## src/rtl/match_timer_pkg.sv

```systemverilog
package match_timer_pkg;
  typedef enum logic [2:0] {
    IDX_MATCH0 = 3'd0,
    IDX_MATCH1 = 3'd1,
    IDX_MATCH2 = 3'd2,
    IDX_MATCH3 = 3'd3,
    IDX_COUNT  = 3'd4,
    IDX_STATUS = 3'd5,
    IDX_WDOG   = 3'd6,
    IDX_IEN    = 3'd7
  } reg_idx_e;
endpackage

```

## src/rtl/mt_counter.sv

```systemverilog
module mt_counter #(
  parameter int W = 32
) (
  input  logic         clk_i,
  input  logic         rst_ni,
  input  logic         tick_i,
  input  logic         load_i,
  input  logic [W-1:0] load_val_i,
  output logic [W-1:0] count_o
);
  logic [W-1:0] count_q;

  // software load wins over tick
  always_ff @(posedge clk_i or negedge rst_ni) begin
    if (!rst_ni)     count_q <= '0;
    else if (load_i) count_q <= load_val_i;
    else if (tick_i) count_q <= count_q + W'(1);
  end

  assign count_o = count_q;
endmodule

```

## src/rtl/mt_match_bank.sv

```systemverilog
module mt_match_bank #(
  parameter int W = 32,
  parameter int N = 4
) (
  input  logic                clk_i,
  input  logic                rst_ni,
  input  logic [N-1:0]        we_i,
  input  logic [W-1:0]        wdata_i,
  input  logic                tick_i,
  input  logic [W-1:0]        count_i,
  output logic [N-1:0][W-1:0] match_o,
  output logic [N-1:0]        hit_o
);
  for (genvar c = 0; c < N; c++) begin : g_ch
    logic [W-1:0] match_q;

    always_ff @(posedge clk_i or negedge rst_ni) begin
      if (!rst_ni)      match_q <= '0;
      else if (we_i[c]) match_q <= wdata_i;
    end

    assign match_o[c] = match_q;
    assign hit_o[c]   = tick_i && (count_i == match_q);
  end
endmodule

```

## src/rtl/mt_status.sv

```systemverilog
module mt_status #(
  parameter int N = 4
) (
  input  logic         clk_i,
  input  logic         rst_ni,
  input  logic [N-1:0] set_i,
  input  logic [N-1:0] clr_i,
  output logic [N-1:0] status_o
);
  logic [N-1:0] status_q;

  // set has priority over clear
  always_ff @(posedge clk_i or negedge rst_ni) begin
    if (!rst_ni) status_q <= '0;
    else         status_q <= (status_q & ~clr_i) | set_i;
  end

  assign status_o = status_q;
endmodule

```

## src/rtl/match_timer.sv

```systemverilog
module match_timer
  import match_timer_pkg::*;
#(
  parameter int DATA_W = 32,
  parameter int CH_N   = 4,
  parameter int ADDR_W = 3
) (
  input  logic              clk_i,
  input  logic              rst_ni,
  input  logic              tick_i,
  input  logic              wr_en_i,
  input  logic              rd_en_i,
  input  logic [ADDR_W-1:0] addr_i,
  input  logic [DATA_W-1:0] wdata_i,
  output logic [DATA_W-1:0] rdata_o,
  output logic [CH_N-1:0]   irq_o,
  output logic              wdog_en_o,
  output logic              wdog_match_o
);
  localparam int PAD_W = DATA_W - CH_N;

  logic [DATA_W-1:0]            count;
  logic [CH_N-1:0][DATA_W-1:0]  match;
  logic [CH_N-1:0]              hit, status, clr, match_we;
  logic [CH_N-1:0]              ien_q;
  logic                         wdog_q;
  logic                         cnt_we, sts_we, ien_we, wdog_we;
  logic [DATA_W-1:0]            rd_mux, rdata_q;

  assign cnt_we  = wr_en_i && (addr_i == ADDR_W'(IDX_COUNT));
  assign sts_we  = wr_en_i && (addr_i == ADDR_W'(IDX_STATUS));
  assign ien_we  = wr_en_i && (addr_i == ADDR_W'(IDX_IEN));
  assign wdog_we = wr_en_i && (addr_i == ADDR_W'(IDX_WDOG));

  for (genvar c = 0; c < CH_N; c++) begin : g_we
    assign match_we[c] = wr_en_i && (addr_i == ADDR_W'(c));
  end

  assign clr = sts_we ? wdata_i[CH_N-1:0] : '0;

  mt_counter #(.W(DATA_W)) u_counter (
    .clk_i      (clk_i),
    .rst_ni     (rst_ni),
    .tick_i     (tick_i),
    .load_i     (cnt_we),
    .load_val_i (wdata_i),
    .count_o    (count)
  );

  mt_match_bank #(.W(DATA_W), .N(CH_N)) u_bank (
    .clk_i   (clk_i),
    .rst_ni  (rst_ni),
    .we_i    (match_we),
    .wdata_i (wdata_i),
    .tick_i  (tick_i),
    .count_i (count),
    .match_o (match),
    .hit_o   (hit)
  );

  mt_status #(.N(CH_N)) u_status (
    .clk_i    (clk_i),
    .rst_ni   (rst_ni),
    .set_i    (hit),
    .clr_i    (clr),
    .status_o (status)
  );

  always_ff @(posedge clk_i or negedge rst_ni) begin
    if (!rst_ni) begin
      ien_q  <= '0;
      wdog_q <= 1'b0;
    end else begin
      if (ien_we)  ien_q  <= wdata_i[CH_N-1:0];
      if (wdog_we) wdog_q <= wdog_q | wdata_i[0];
    end
  end

  always_comb begin
    rd_mux = '0;
    for (int c = 0; c < CH_N; c++)
      if (addr_i == ADDR_W'(c)) rd_mux = match[c];
    unique case (addr_i)
      ADDR_W'(IDX_COUNT):  rd_mux = count;
      ADDR_W'(IDX_STATUS): rd_mux = {{PAD_W{1'b0}}, status};
      ADDR_W'(IDX_WDOG):   rd_mux = {{(DATA_W-1){1'b0}}, wdog_q};
      ADDR_W'(IDX_IEN):    rd_mux = {{PAD_W{1'b0}}, ien_q};
      default: ;
    endcase
  end

  always_ff @(posedge clk_i or negedge rst_ni) begin
    if (!rst_ni)      rdata_q <= '0;
    else if (rd_en_i) rdata_q <= rd_mux;
  end

  assign rdata_o      = rdata_q;
  assign irq_o        = ien_q & status;
  assign wdog_en_o    = wdog_q;
  assign wdog_match_o = status[CH_N-1];
endmodule

```

## config.mk

```make
export PLATFORM = sky130hd
export DESIGN_NAME = match_timer
export DESIGN_NICKNAME = d
export VERILOG_FILES = /design/src/rtl/match_timer_pkg.sv /design/src/rtl/mt_counter.sv /design/src/rtl/mt_match_bank.sv /design/src/rtl/mt_status.sv /design/src/rtl/match_timer.sv
export SDC_FILE = /design/constraint.sdc
export NUM_CORES = 1
export LEC_CHECK = 0
export BUFFER_PORTS_ARGS = -buffer_cell sky130_fd_sc_hd__buf_2
export CELL_PAD_IN_SITES_DETAIL_PLACEMENT = 0
export CELL_PAD_IN_SITES_GLOBAL_PLACEMENT = 1
export CORE_MARGIN = 4
export CORE_UTILIZATION = 53
export DETAILED_ROUTE_END_ITERATION = 7
export GPL_TIMING_DRIVEN = 0
export PLACE_DENSITY_LB_ADDON = 0.08
export SETUP_SLACK_MARGIN = 0.3
export SLEW_MARGIN = 20
export SYNTH_ARGS = -nofsm -noshare
export SYNTH_HDL_FRONTEND = slang
export SYNTH_HIERARCHICAL = 1
export SYNTH_SLANG_ARGS = --single-unit
export TNS_END_PERCENT = 10
```

## constraint.sdc

```tcl
create_clock -name clk_i -period 3.25 [get_ports clk_i]
set_clock_uncertainty 0.05 [all_clocks]
set_input_delay 0.325 -clock clk_i [delete_from_list [all_inputs] [get_ports clk_i]]
set_output_delay 0.325 -clock clk_i [all_outputs]
set_load 0.05 [all_outputs]
```

* Word-level counts from Yosys, hierarchy flattened
Index checks and enable logic that the tools add are counted.
Word-level totals: flip-flop bits (word level) 201, input port bits 40, output and inout port bits 38, word-level logic and storage cells 48
Operators by class: $add $sub $neg 1, equality and inequality tests 11, muxes and demuxes 8, bitwise gates (word level) 5, reductions and logical operators 14
Operators by type and width (count):
- $mux 32 | 6
- $eq 32x32->1 | 4
- $pmux 32 s4 | 1
- $add 32x1->32 const B | 1
- $eq 3x3->1 const B | 4
- $logic_and 1x1->1 | 12
- $and 4x4->4 | 2
- $eq 3x2->1 const B | 2
- $mux 4 | 1
- $not 4->4 | 1
- $or 4x4->4 | 1
- $eq 3x1->1 const B | 1
- $logic_not 3->1 | 1
- $reduce_bool 2->1 | 1
- $or 1x1->1 | 1

* Depth between registers and ports, before layout
Gate-level depths: netlist of the first run.
depth in word-level cells 6, gate-level depth with buffers 9, depth with buffers taken out 7

* Modules after synthesis
Netlist of the first run, hierarchy kept.
Modules (own cells, without submodules):
- mt_match_bank | instances 1, cells each 463, area each 6145.9 um^2, seq. area each 3203.1 um^2
- match_timer | instances 1, cells each 323, area each 2855.2 um^2, seq. area each 925.9 um^2
- mt_counter | instances 1, cells each 219, area each 1966.9 um^2, seq. area each 800.8 um^2
- mt_status | instances 1, cells each 12, area each 145.1 um^2, seq. area each 100.1 um^2

* Worst setup path before layout of the first run
No wires, ideal clock.
path kind input -> register, start point input port addr_i[1], end point register u_bank.g_ch[2].match_q[10], setup time 0.125 ns, arrival time 1.771 ns, data required time 3.075 ns, path slack 1.304 ns, stages on the path 8, path buffers 5, cell sequence buf_6 > buf_12 > buf_8 > nand2_1 > nor3_1 > clkbuf_1 > buf_2 > mux2_2
On the way: cells in the longest elaborated chain, start to end 2
Ends and longest elaborated chain:
- start: declaration | RTL line match_timer.sv:13 | input logic [ADDR_W-1:0] addr_i,
- $eq 3x2->1 | RTL line match_timer.sv:36 | assign match_we[c] = wr_en_i && (addr_i == ADDR_W'(c));
- $logic_and 1x1->1 | RTL line match_timer.sv:36
- net match_we[2] | RTL line match_timer.sv:24 | logic [CH_N-1:0] hit, status, clr, match_we;
- end signal: assignment | RTL line mt_match_bank.sv:19 | else if (we_i[c]) match_q <= wdata_i;
- end: declaration | RTL line mt_match_bank.sv:15 | logic [W-1:0] match_q;
The timed path passes the listed nets, and every way through them passes these cells. A chain may end at the register's enable or synchronous reset.

* Final worst setup path of the first run
start point register u_counter.count_q[21] (netlist: u_counter/count_o[21]), end point register u_status.status_q[0] (netlist: u_status/status_o[0])
On the way: cells in the longest elaborated chain, start to end 3
Ends and longest elaborated chain:
- start: declaration | RTL line mt_counter.sv:11 | logic [W-1:0] count_q;
- start signal: assignment | RTL line mt_counter.sv:16 | else if (load_i) count_q <= load_val_i;
- start signal: assignment | RTL line mt_counter.sv:17 | else if (tick_i) count_q <= count_q + W'(1);
- $eq 32x32->1 | RTL line mt_match_bank.sv:23 | assign hit_o[c] = tick_i && (count_i == match_q);
- $logic_and 1x1->1 | RTL line mt_match_bank.sv:23
- net hit[0] | RTL line match_timer.sv:24
- $or 4x4->4 | RTL line mt_status.sv:15 | else status_q <= (status_q & ~clr_i) | set_i;
- end signal: assignment | RTL line mt_status.sv:15
- end: declaration | RTL line mt_status.sv:10 | logic [N-1:0] status_q;
The timed path passes the listed nets, and every way through them passes these cells.

==> results of run 1 <==
[stage by stage]
| stage | hold WS, ns | instance area, um^2 | util [%] | setup TNS, ns |
|---|---|---|---|---|
| floorplan | -0.02059 | 11110 | - | 0 |
| global placement | 0.4150 | 11830 | 57.89 | -339.53 |
| detailed placement | 0.2617 | 11890 | 58.21 | 0 |
| CTS | 0.01669 | 12670 | 62.03 | 0 |
| global route | 0.03751 | 12670 | 62.03 | 0 |
| finish | 0.02436 | 12670 | 62.03 | 0 |
[metal layers]
layer / vias to the layer above / wire length (um) / GRT usage (%)
li1: 3881 / - / -
met1: 4450 / 15700 / 44.33
met2: 431 / 16740 / 47.99
met3: 74 / 3292 / 5.737
met4: 2 / 1181 / 9.419
met5: - / 10 / 0
[power groups by stage]
stage	Sequential, uW	Clock, uW	Combinational (uW)
global route	3820	2800	2490
floorplan	3780	0	1340
detailed placement	3770	0	2300
finish	3740	2680	2360
global placement	3750	0	2290
CTS	3730	2700	2320
[worst max path at each step]
stage | startpoint | endpoint | slack, ns | cells after the start
after global routing | u_counter/count_o[21]$_DFFE_PN0P_ | u_status/status_o[0]$_DFF_PN0_ | 0.45 | 5
final | u_counter/count_o[21]$_DFFE_PN0P_ | u_status/status_o[0]$_DFF_PN0_ | 0.33 | 5
after global placement | rst_ni | u_bank/g_ch[1].match_q[9]$_DFFE_PN0P_ | -1.71 | 1
after CTS | u_counter/count_o[21]$_DFFE_PN0P_ | u_status/status_o[0]$_DFF_PN0_ | 0.54 | 5
after detailed placement | addr_i[2] | u_bank/g_ch[0].match_q[16]$_DFFE_PN0P_ | 0.44 | 7
after floorplan | addr_i[1] | u_bank/g_ch[2].match_q[10]$_DFFE_PN0P_ | 1.30 | 8
[worst min-delay path, stage by stage]
cell     delay [ns]
buf_2          0.12
nand2_1        0.05
o21ai_0        0.06
[layout make-up]
class	count	area, um^2
fillers	1782	7756
multi-input cells	743	5682
flip-flops and latches	201	5030
clock buffers	34	699.4
repair buffers	78	450.4
plain buffers	56	337.8
well taps	270	337.8
clock inverters	4	72.57
inverters	17	63.81
[cells in the final DEF, fill, tap and decap left out, drive strengths merged, types with 17 or more instances in the layout]
cell type,synthesis,layout
a21o,33,33
a22oi,29,29
a31oi,42,42
buf,34,111
clkbuf,22,56
dfrtp,201,201
inv,17,17
mux2,127,127
mux2i,40,40
nand2,65,65
nand3,18,18
nand4,25,25
nor2,52,52
nor4,27,27
o21ai,26,26
or2,31,31
xor2,118,118
[registers in the layout, indices dropped and copies added (netlist names)]
name                 cells
u_status/status_o        4
ien_q                    4
wdog_en_o                1
u_counter/count_o       32
u_bank/g_ch.match_q    128
rdata_o                 32
[cells by family (layout without fill, tap and decap cells)]
family / after synthesis / count (layout) / synth area share, %
simple gates: 278 / 278 / 13.88
flops: 201 / 201 / 45.26
mux: 168 / 168 / 16.67
compound gates: 164 / 164 / 10.05
xor+xnor: 132 / 132 / 10.40
buf+inv: 73 / 189 / 3.614
fa+ha+maj: 1 / 1 / 0.1126
==> flow_metrics.env, run 1 <==
export IMPL_slew_violations=0
export IMPL_powerDensity_nw_per_um2=693.0
export IMPL_synth_top_area_share_pct=45.26
export IMPL_syn_nets=1058
export IMPL_vias=8838
export IMPL_ys_seq_area_share_pct=45.26
export IMPL_start_util_pct=54.40
export IMPL_cap_violations=0
export IMPL_ctsHoldBuffers=1
export IMPL_slew_headroom_pct=20.79
export IMPL_antenna_found_initial=1
export IMPL_clockPowerShare_pct=30.5
export IMPL_drt_first_pass_iters=5
export IMPL_synth_most_common_cell="dfrtp_1"
export IMPL_rr_endpoint="u_status/status_o[0]$_DFF_PN0_"
export IMPL_ys_types=60
export IMPL_timing_rr_start="u_counter/count_o[21]$_DFFE_PN0P_"
export IMPL_post_cts_buffers=0
export IMPL_portBuffers=75
export IMPL_path_buf_inv=0
export IMPL_final_cells=1403
export IMPL_clock_path_buffers=3
export IMPL_timing_critical_path_cells="nor2b_1 -> a2111oi_0 -> nand4_1 -> nor4_1 -> a21o_1"
export IMPL_p_leak_uw=0.005366
export IMPL_cp_max_fo=12
export IMPL_p_int_uw=5621
export IMPL_max_vdd_ir_drop_mv=0.5246
export IMPL_worstPathArrival_ns=3.34
export IMPL_synth_area_leaders="dfrtp_1, mux2_2, xor2_1"
export IMPL_clock_root_buffer="clkbuf_16"
export IMPL_finalHoldViolations=0
export IMPL_ys_ff_latch=201
export IMPL_place_inst=1364
export IMPL_dr_first_iter_drc_count=916
export IMPL_min_period_ns=2.925
export IMPL_cp_end_kind="flip-flop"
export IMPL_cpMaxStageDelayCell="a2111oi_0"
export IMPL_netlist_top_cells_count="dfrtp_1, mux2_2, xor2_1"
export IMPL_synth_edf_count=0
export IMPL_max_freq_mhz=341.9
export IMPL_grt_overflow_total=0
export IMPL_async_flop_share_pct=100.0
export IMPL_start_kind="flip-flop"
export IMPL_antenna_cells=0
export IMPL_grt_pass1_wl_um=55010
export IMPL_die_x_um=152.8
export IMPL_cp_required_ns=3.66
export IMPL_drive_gt1_share_pct=24.10
export IMPL_place_congestion=0.9362
export IMPL_clock_latency_ns=0.52
export IMPL_slowest_delay_ns=1.01
export IMPL_status="finished, final reports clean"
export IMPL_hp_start="wdata_i[9]"
export IMPL_grt_max_degree=71
export IMPL_netSwitchingFraction_pct=36.00
export IMPL_hpwlAfterDp_um=26140
export IMPL_die_h_um=152.8
export IMPL_final_antenna_net_count=0
export IMPL_hold_path_class="input pin to flip-flop"
export IMPL_netlist_area_um2=11110
export IMPL_r2r_cells=5
export IMPL_nNetsFinal=1162
export IMPL_grt_pass1_vias=8544
export IMPL_clk_pin_slew_ns=0.06
export IMPL_vias_per_cell=6.299
export IMPL_min_path_cells=3
export IMPL_path_class="flip-flop to flip-flop"
export IMPL_wire_per_inst_um=26.32
export IMPL_p_total_uw=8783
export IMPL_p_seq_share_pct=42.6
export IMPL_r2r_slack_ns=0.33
export IMPL_yosysWarnings=6
export IMPL_htreeDepth=1
export IMPL_p_comb_share_pct=26.9
export IMPL_synth_avg_cell_area_um2=10.93
export IMPL_drc=0
export IMPL_ys_flop_type="dfrtp_1"
export IMPL_fp_dieArea_um2=23350
export IMPL_dpl_worst_slack_ns=0.4439
export IMPL_routed_wl_um=36920
export IMPL_switchingPower_uw=3162
export IMPL_synthCells=1017
export IMPL_yosys_area_top_type="dfrtp_1"
export IMPL_path_delay_family="compound AO/OA/AOI/OAI gates"
export IMPL_grt_setup_unrepaired="false"
export IMPL_core_um2=20430
export IMPL_hold_end="u_counter/count_o[9]$_DFFE_PN0P_"
export IMPL_cts_resized=0
export IMPL_cts_sinks=201
export IMPL_grt_total_usage_pct=30.87
export IMPL_tightest_slew_ns=1.158
export IMPL_num_rows=52
export IMPL_cts_buffers=24
export IMPL_finalCritPeriodShare_pct=89.99
export IMPL_cts_tree="yes"
export IMPL_final_setup_viol_count=0
export IMPL_area_growth_pct=14.04
export IMPL_ios=78
export IMPL_setup_slack_ns=0.3253
(Power assumes the default switching activity.)
==> inputs of run 2 (changes only) <==
--- a/config.mk
+++ b/config.mk
@@ -9,7 +9,7 @@
 export CELL_PAD_IN_SITES_DETAIL_PLACEMENT = 0
 export CELL_PAD_IN_SITES_GLOBAL_PLACEMENT = 1
 export CORE_MARGIN = 4
-export CORE_UTILIZATION = 53
+export CORE_UTILIZATION = 49
 export DETAILED_ROUTE_END_ITERATION = 7
 export GPL_TIMING_DRIVEN = 0
 export PLACE_DENSITY_LB_ADDON = 0.08
==> constraint.sdc (replaced) <==
create_clock -name clk_i -period 2.9 [get_ports clk_i]
set_clock_uncertainty 0.05 [all_clocks]
set_input_delay 0.29 -clock clk_i [delete_from_list [all_inputs] [get_ports clk_i]]
set_output_delay 0.29 -clock clk_i [all_outputs]
set_load 0.05 [all_outputs]
==> flow_metrics.env, run 2 (synthesis gave the netlist of run 1 again) <==
export IMPL_slew_headroom_pct=33.61
export IMPL_place_congestion=0.9037
export IMPL_drt_first_pass_iters=5
export IMPL_core_um2=22090
export IMPL_ios=78
export IMPL_final_antenna_net_count=0
export IMPL_max_vdd_ir_drop_mv=0.4983
export IMPL_start_kind="flip-flop"
export IMPL_holdWs_ns=0.01401
export IMPL_grt_pass1_wl_um=55320
export IMPL_clock_latency_ns=0.51
export IMPL_grt_setup_unrepaired="false"
export IMPL_cts_tree="yes"
export IMPL_num_rows=54
export IMPL_grt_max_degree=94
export IMPL_antenna_cells=0
export IMPL_dpl_worst_slack_ns=0.04975
export IMPL_cp_max_fo=9
export IMPL_finalCritPeriodShare_pct=88.84
export IMPL_regArea_um2=5030
export IMPL_wire_per_inst_um=26.63
export IMPL_cpMaxStageDelayCell="a2111oi_1"
export IMPL_clock_path_buffers=3
export IMPL_max_freq_mhz=388.2
export IMPL_post_cts_buffers=0
export IMPL_slew_violations=0
export IMPL_setup_slack_ns=0.3237
export IMPL_fin_util_pct=57.27
export IMPL_grt_total_usage_pct=30.09
export IMPL_clk_pin_slew_ns=0.06
export IMPL_clock_root_buffer="clkbuf_16"
export IMPL_timing_critical_path_cells="nor2b_1 -> a2111oi_1 -> nand4_1 -> nor4_2 -> a21o_1"
export IMPL_cts_sinks=201
export IMPL_hold_path_class="input pin to flip-flop"
export IMPL_vias_per_cell=6.217
export IMPL_layout_commonest_cell="dfrtp_1"
export IMPL_die_h_um=158.6
export IMPL_dr_first_iter_drc_count=907
export IMPL_largest_reg_flops=128
export IMPL_antenna_found_initial=2
export IMPL_die_x_um=158.6
export IMPL_slowest_delay_ns=0.72
export IMPL_grt_overflow_total=0
export IMPL_final_setup_viol_count=0
export IMPL_drive_gt1_share_pct=24.25
export IMPL_cp_required_ns=3.30
export IMPL_tightest_slew_ns=0.9959
export IMPL_filler_cell_count=1979
export IMPL_area_growth_pct=13.86
export IMPL_path_buf_inv=0
export IMPL_hpwlAfterDp_um=26760
export IMPL_routed_wl_um=37650
export IMPL_cp_end_kind="flip-flop"
export IMPL_htreeDepth=1
export IMPL_finalHoldViolations=0
export IMPL_worstPathArrival_ns=2.97
export IMPL_min_period_ns=2.576
export IMPL_vias=8791
export IMPL_final_cell_mix="dfrtp_1, mux2_2, xor2_1, buf_2, nand2_1"
export IMPL_portBuffers=75
export IMPL_cap_violations=0
export IMPL_path_class="flip-flop to flip-flop"
export IMPL_p_leak_uw=0.005341
export IMPL_largest_register="u_bank/g_ch.match_q"
export IMPL_grt_pass1_vias=8409
export IMPL_path_delay_family="simple AND/OR/NAND/NOR gates"
export IMPL_multi_input_area_um2=5689
export IMPL_cts_buffers=23
export IMPL_status="finished, final reports clean"
export IMPL_drc=0
export IMPL_powerDensity_nw_per_um2=765.9
export IMPL_nNetsFinal=1162
export IMPL_fp_dieArea_um2=25150
export IMPL_start_util_pct=50.30
export IMPL_fin_setup_tns_ns=0
-- run 2: worst reg2reg max path, cell delays in order (launching register included) --
cell and delay [ns]:
dfrtp_1 0.57, nor2b_1 0.19, a2111oi_1 0.72, nand4_1 0.44, nor4_2 0.43, a21o_1 0.13
-- run 2: metal layers --
layer	routed length [um]	part of all wire, %	GRT usage (%)	vias to the layer above
met4	1075	2.9	7.433	2
met1	16250	43	43.66	4470
met3	3211	8.5	5.599	59
li1	-	-	-	3877
met2	17110	45	46.93	383
met5	11	0.029	0	-
-- run 2: repair_timing --
item                                    4_1_cts  5_1_grt
endpoints found under the setup margin        1        0
gates resized for setup                       2        0
hold buffers                                  2        0
hold endpoints to repair                     44        0
-- run 2: final timing paths --
path | start | endpoint | slack [ns] | cells after the start
worst min-delay path | wdata_i[7] | u_counter/count_o[7]$_DFFE_PN0P_ | 0.01 | 3
worst max register to register | u_counter/count_o[10]$_DFFE_PN0P_ | u_status/status_o[0]$_DFF_PN0_ | 0.32 | 5
worst min register to register | wdog_en_o$_DFFE_PN0P_ | wdog_en_o$_DFFE_PN0P_ | 0.44 | 1
min in group asynchronous | rst_ni | u_bank/g_ch[2].match_q[21]$_DFFE_PN0P_ | 0.20 | 2
worst max-delay path | u_counter/count_o[10]$_DFFE_PN0P_ | u_status/status_o[0]$_DFF_PN0_ | 0.32 | 5
max in group asynchronous | rst_ni | u_bank/g_ch[0].match_q[9]$_DFFE_PN0P_ | 1.78 | 3
-- run 2: area by class of cell --
cell class	count	area share, %
Buffer	56	2.670
Tap cell	280	2.769
Clock inverter	6	0.4944
Clock buffer	32	5.211
Sequential cell	201	39.75
Multi-Input combinational cell	743	44.96
Timing Repair Buffer	79	3.639
Inverter	17	0.5043
-- run 2: power breakdown --
group          switching (uW)  internal, uW
clock                    1170          1660
sequential                807          3380
combinational            1580          1090
-- run 2: through the flow --
stage,total power (uW),cells,area [um^2]
2_1_floorplan,5742,1017,11110
3_3_place_gp,6788,1372,11840
3_5_place_dp,6823,1374,11900
4_1_cts,9673,1414,12650
5_1_grt,10100,1414,12650
6_report,9691,1414,12650
==> inputs of run 3 (changes only) <==
--- a/config.mk
+++ b/config.mk
@@ -5,11 +5,12 @@
 export SDC_FILE = /design/constraint.sdc
 export NUM_CORES = 1
 export LEC_CHECK = 0
+export ABC_AREA = 1
 export BUFFER_PORTS_ARGS = -buffer_cell sky130_fd_sc_hd__buf_2
 export CELL_PAD_IN_SITES_DETAIL_PLACEMENT = 0
 export CELL_PAD_IN_SITES_GLOBAL_PLACEMENT = 1
 export CORE_MARGIN = 4
-export CORE_UTILIZATION = 49
+export CORE_UTILIZATION = 44
 export DETAILED_ROUTE_END_ITERATION = 7
 export GPL_TIMING_DRIVEN = 0
 export PLACE_DENSITY_LB_ADDON = 0.08
==> flow_metrics.env, run 3 <==
export IMPL_status="finished, final reports clean"
export IMPL_yosysWarnings=6
export IMPL_final_cells=2202
export IMPL_synth_edf_count=0
export IMPL_yosys_area_top_type="dfrtp_1"
export IMPL_place_congestion=0.9851
export IMPL_antenna_found_initial=1
export IMPL_num_rows=59
export IMPL_path_class="input pin to flip-flop"
export IMPL_cts_tree="yes"
export IMPL_fin_util_pct=52.08
export IMPL_core_um2=26350
export IMPL_regArea_um2=5030
export IMPL_drt_first_pass_iters=6
export IMPL_path_common_cell="buf_2"
export IMPL_grt_setup_unrepaired="false"
export IMPL_grt_overflow_total=0
export IMPL_cts_resized=0
export IMPL_cp_end_kind="flip-flop"
export IMPL_largest_reg_flops=128
export IMPL_ys_types=34
export IMPL_filler_cell_count=2733
export IMPL_grt_pass1_wl_um=75900
export IMPL_antenna_cells=0
export IMPL_clock_path_buffers=3
export IMPL_place_inst=2147
export IMPL_start_kind="input pin"
export IMPL_grt_pass1_vias=11900
export IMPL_multi_input_area_um2=5862
export IMPL_portBuffers=74
export IMPL_path_delay_family="buffers and inverters"
export IMPL_vias_per_cell=5.703
export IMPL_grt_max_degree=96
export IMPL_ys_seq_area_share_pct=42.25
export IMPL_cp_max_fo=10
export IMPL_finalCritPeriodShare_pct=80.35
export IMPL_hold_path_class="input pin to flip-flop"
export IMPL_final_cell_mix="nand2_1, dfrtp_1, nor2_1, inv_1, o21ai_0"
export IMPL_start_util_pct=45.17
export IMPL_final_antenna_net_count=0
export IMPL_netlist_area_um2=11900
export IMPL_synth_adder_area_share_pct=0.1051
export IMPL_path_buf_inv=5
export IMPL_max_vdd_ir_drop_mv=0.4797
export IMPL_synth_top_family_by_area="simple AND/OR/NAND/NOR gates"
export IMPL_vias=12560
export IMPL_clock_latency_ns=0.54
export IMPL_synth_avg_cell_area_um2=6.857
export IMPL_die_h_um=172.5
export IMPL_muxShareOfSynthArea_pct=2.365
export IMPL_worstPathArrival_ns=2.73
export IMPL_cp_required_ns=3.30
export IMPL_synth_compound_area_share_pct=8.062
export IMPL_ios=78
export IMPL_finalHoldViolations=0
export IMPL_cts_buffers=26
export IMPL_async_flop_share_pct=100.0
export IMPL_powerDensity_nw_per_um2=741.8
export IMPL_tightest_slew_ns=0.9833
export IMPL_slew_violations=0
export IMPL_fp_dieArea_um2=29750
export IMPL_netlist_top_cells_count="nand2_1, dfrtp_1, nor2_1"
export IMPL_clk_pin_slew_ns=0.06
export IMPL_ys_ff_latch=201
export IMPL_synthCells=1736
export IMPL_slowest_delay_ns=0.52
export IMPL_slew_headroom_pct=34.44
export IMPL_syn_nets=1777
export IMPL_ys_flop_type="dfrtp_1"
export IMPL_largest_register="u_bank/g_ch.match_q"
export IMPL_cpMaxStageDelayCell="dlygate4sd3_1"
export IMPL_layout_commonest_cell="nand2_1"
export IMPL_hpwlAfterDp_um=38290
export IMPL_die_x_um=172.5
export IMPL_dr_first_iter_drc_count=1396
export IMPL_htreeDepth=1
export IMPL_routed_wl_um=51930
export IMPL_synth_xor_area_share_pct=1.619
export IMPL_p_leak_uw=0.006677
export IMPL_synth_most_common_cell="nand2_1"
export IMPL_wire_per_inst_um=23.58
export IMPL_clock_root_buffer="clkbuf_16"
export IMPL_synth_top_area_share_pct=42.25
export IMPL_min_period_ns=2.330
export IMPL_final_setup_viol_count=0
export IMPL_area_growth_pct=15.29
export IMPL_synthSimpleGateAreaFrac_pct=37.09
export IMPL_drc=0
export IMPL_grt_total_usage_pct=34.92
export IMPL_cts_sinks=201
export IMPL_drive_gt1_share_pct=12.27
export IMPL_nNetsFinal=1890
export IMPL_max_freq_mhz=429.1
export IMPL_timing_critical_path_cells="dlygate4sd3_1 -> buf_2 -> inv_1 -> nor3_1 -> buf_2 -> buf_2 -> nand2_1 -> o21ai_0"
export IMPL_synth_area_leaders="dfrtp_1, nand2_1, nor2_1"
export IMPL_cap_violations=0
## run 3: cell types whose count changed after synthesis, sizes merged, moves of 40 or more
cell,change
nand3,+104
mux2,-102
inv,+176
mux2i,-40
nor2,+155
a31oi,-42
o21ai,+107
nand2,+628
xor2,-97
## run 3: worst min-delay path: cells and delay by family
| family | cells | cell delay (ns) |
|---|---|---|
| compound gates | 1 | 0.07 |
| buf+inv | 1 | 0.15 |
| simple gates | 1 | 0.06 |
## run 3: power breakdown
part,internal (uW),switching (uW)
combinational,814,1850
clock,2050,1290
sequential,3350,823
total,6210,3970
## run 3: area by class of cell
cell class	instances	area share, %
buffer	58	2.079
clock buffer	42	5.844
clock inverter	4	0.5379
inverter	193	5.297
multi-input combinational	1284	42.71
sequential	201	36.65
tap	335	3.054
timing repair buffer	85	3.829
## run 3: kinds of logic (layout without fill, tap and decap cells)
family / after synthesis / count (layout)
adder cells (fa/ha/maj): 1 / 1
multiplexers: 25 / 25
AND/OR/NAND/NOR: 1062 / 1062
flip-flops: 201 / 201
buffers and inverters: 251 / 382
XOR/XNOR: 22 / 22
AO/OA/AOI/OAI: 174 / 174
## run 3: worst paths after layout
| check | startpoint | to | slack [ns] | depth (start not counted) |
|---|---|---|---|---|
| setup reg to reg | u_counter/count_o[25]$_DFFE_PN0P_ | u_status/status_o[1]$_DFF_PN0_ | 0.62 | 6 |
| min in group asynchronous | rst_ni | u_status/status_o[1]$_DFF_PN0_ | 0.22 | 2 |
| max in group asynchronous | rst_ni | rdata_o[24]$_DFFE_PN0P_ | 1.68 | 3 |
| setup / recovery | wr_en_i | u_bank/g_ch[0].match_q[15]$_DFFE_PN0P_ | 0.57 | 8 |
| hold reg to reg | rdata_o[0]$_DFFE_PN0P_ | rdata_o[0]$_DFFE_PN0P_ | 0.42 | 2 |
| hold / removal | wdata_i[10] | u_bank/g_ch[1].match_q[10]$_DFFE_PN0P_ | 0.02 | 3 |
## run 3: what timing repair did
action,CTS,global route
hold endpoints to repair,75,0
setup buffers,0,0
hold buffers,9,0
## run 3: metal layers
metal	vias to the layer above	wire, um	track usage [%]	part of all wire, %
met5	-	0	0	0
met1	6070	21200	47.77	41
met4	0	2894	15.52	5.6
met3	150	4512	4.070	8.7
met2	654	23320	55.89	45
li1	5683	-	-	-
## run 3: through the flow
| stage | setup slack [ns] | power (uW) | hold WS, ns | instance area [um^2] | TNS (ns) |
|---|---|---|---|---|---|
| floorplan | 1.116 | 5584 | -0.05559 | 11900 | 0 |
| global placement | -2.176 | 6716 | 0.4081 | 12690 | -433.42 |
| detailed placement | 0.3111 | 6772 | 0.2246 | 12760 | 0 |
| CTS | 0.6314 | 10130 | 0.0001607 | 13720 | 0 |
| global route | 0.5227 | 10680 | 0.02291 | 13720 | 0 |
| finish | 0.5698 | 10180 | 0.01991 | 13720 | 0 |
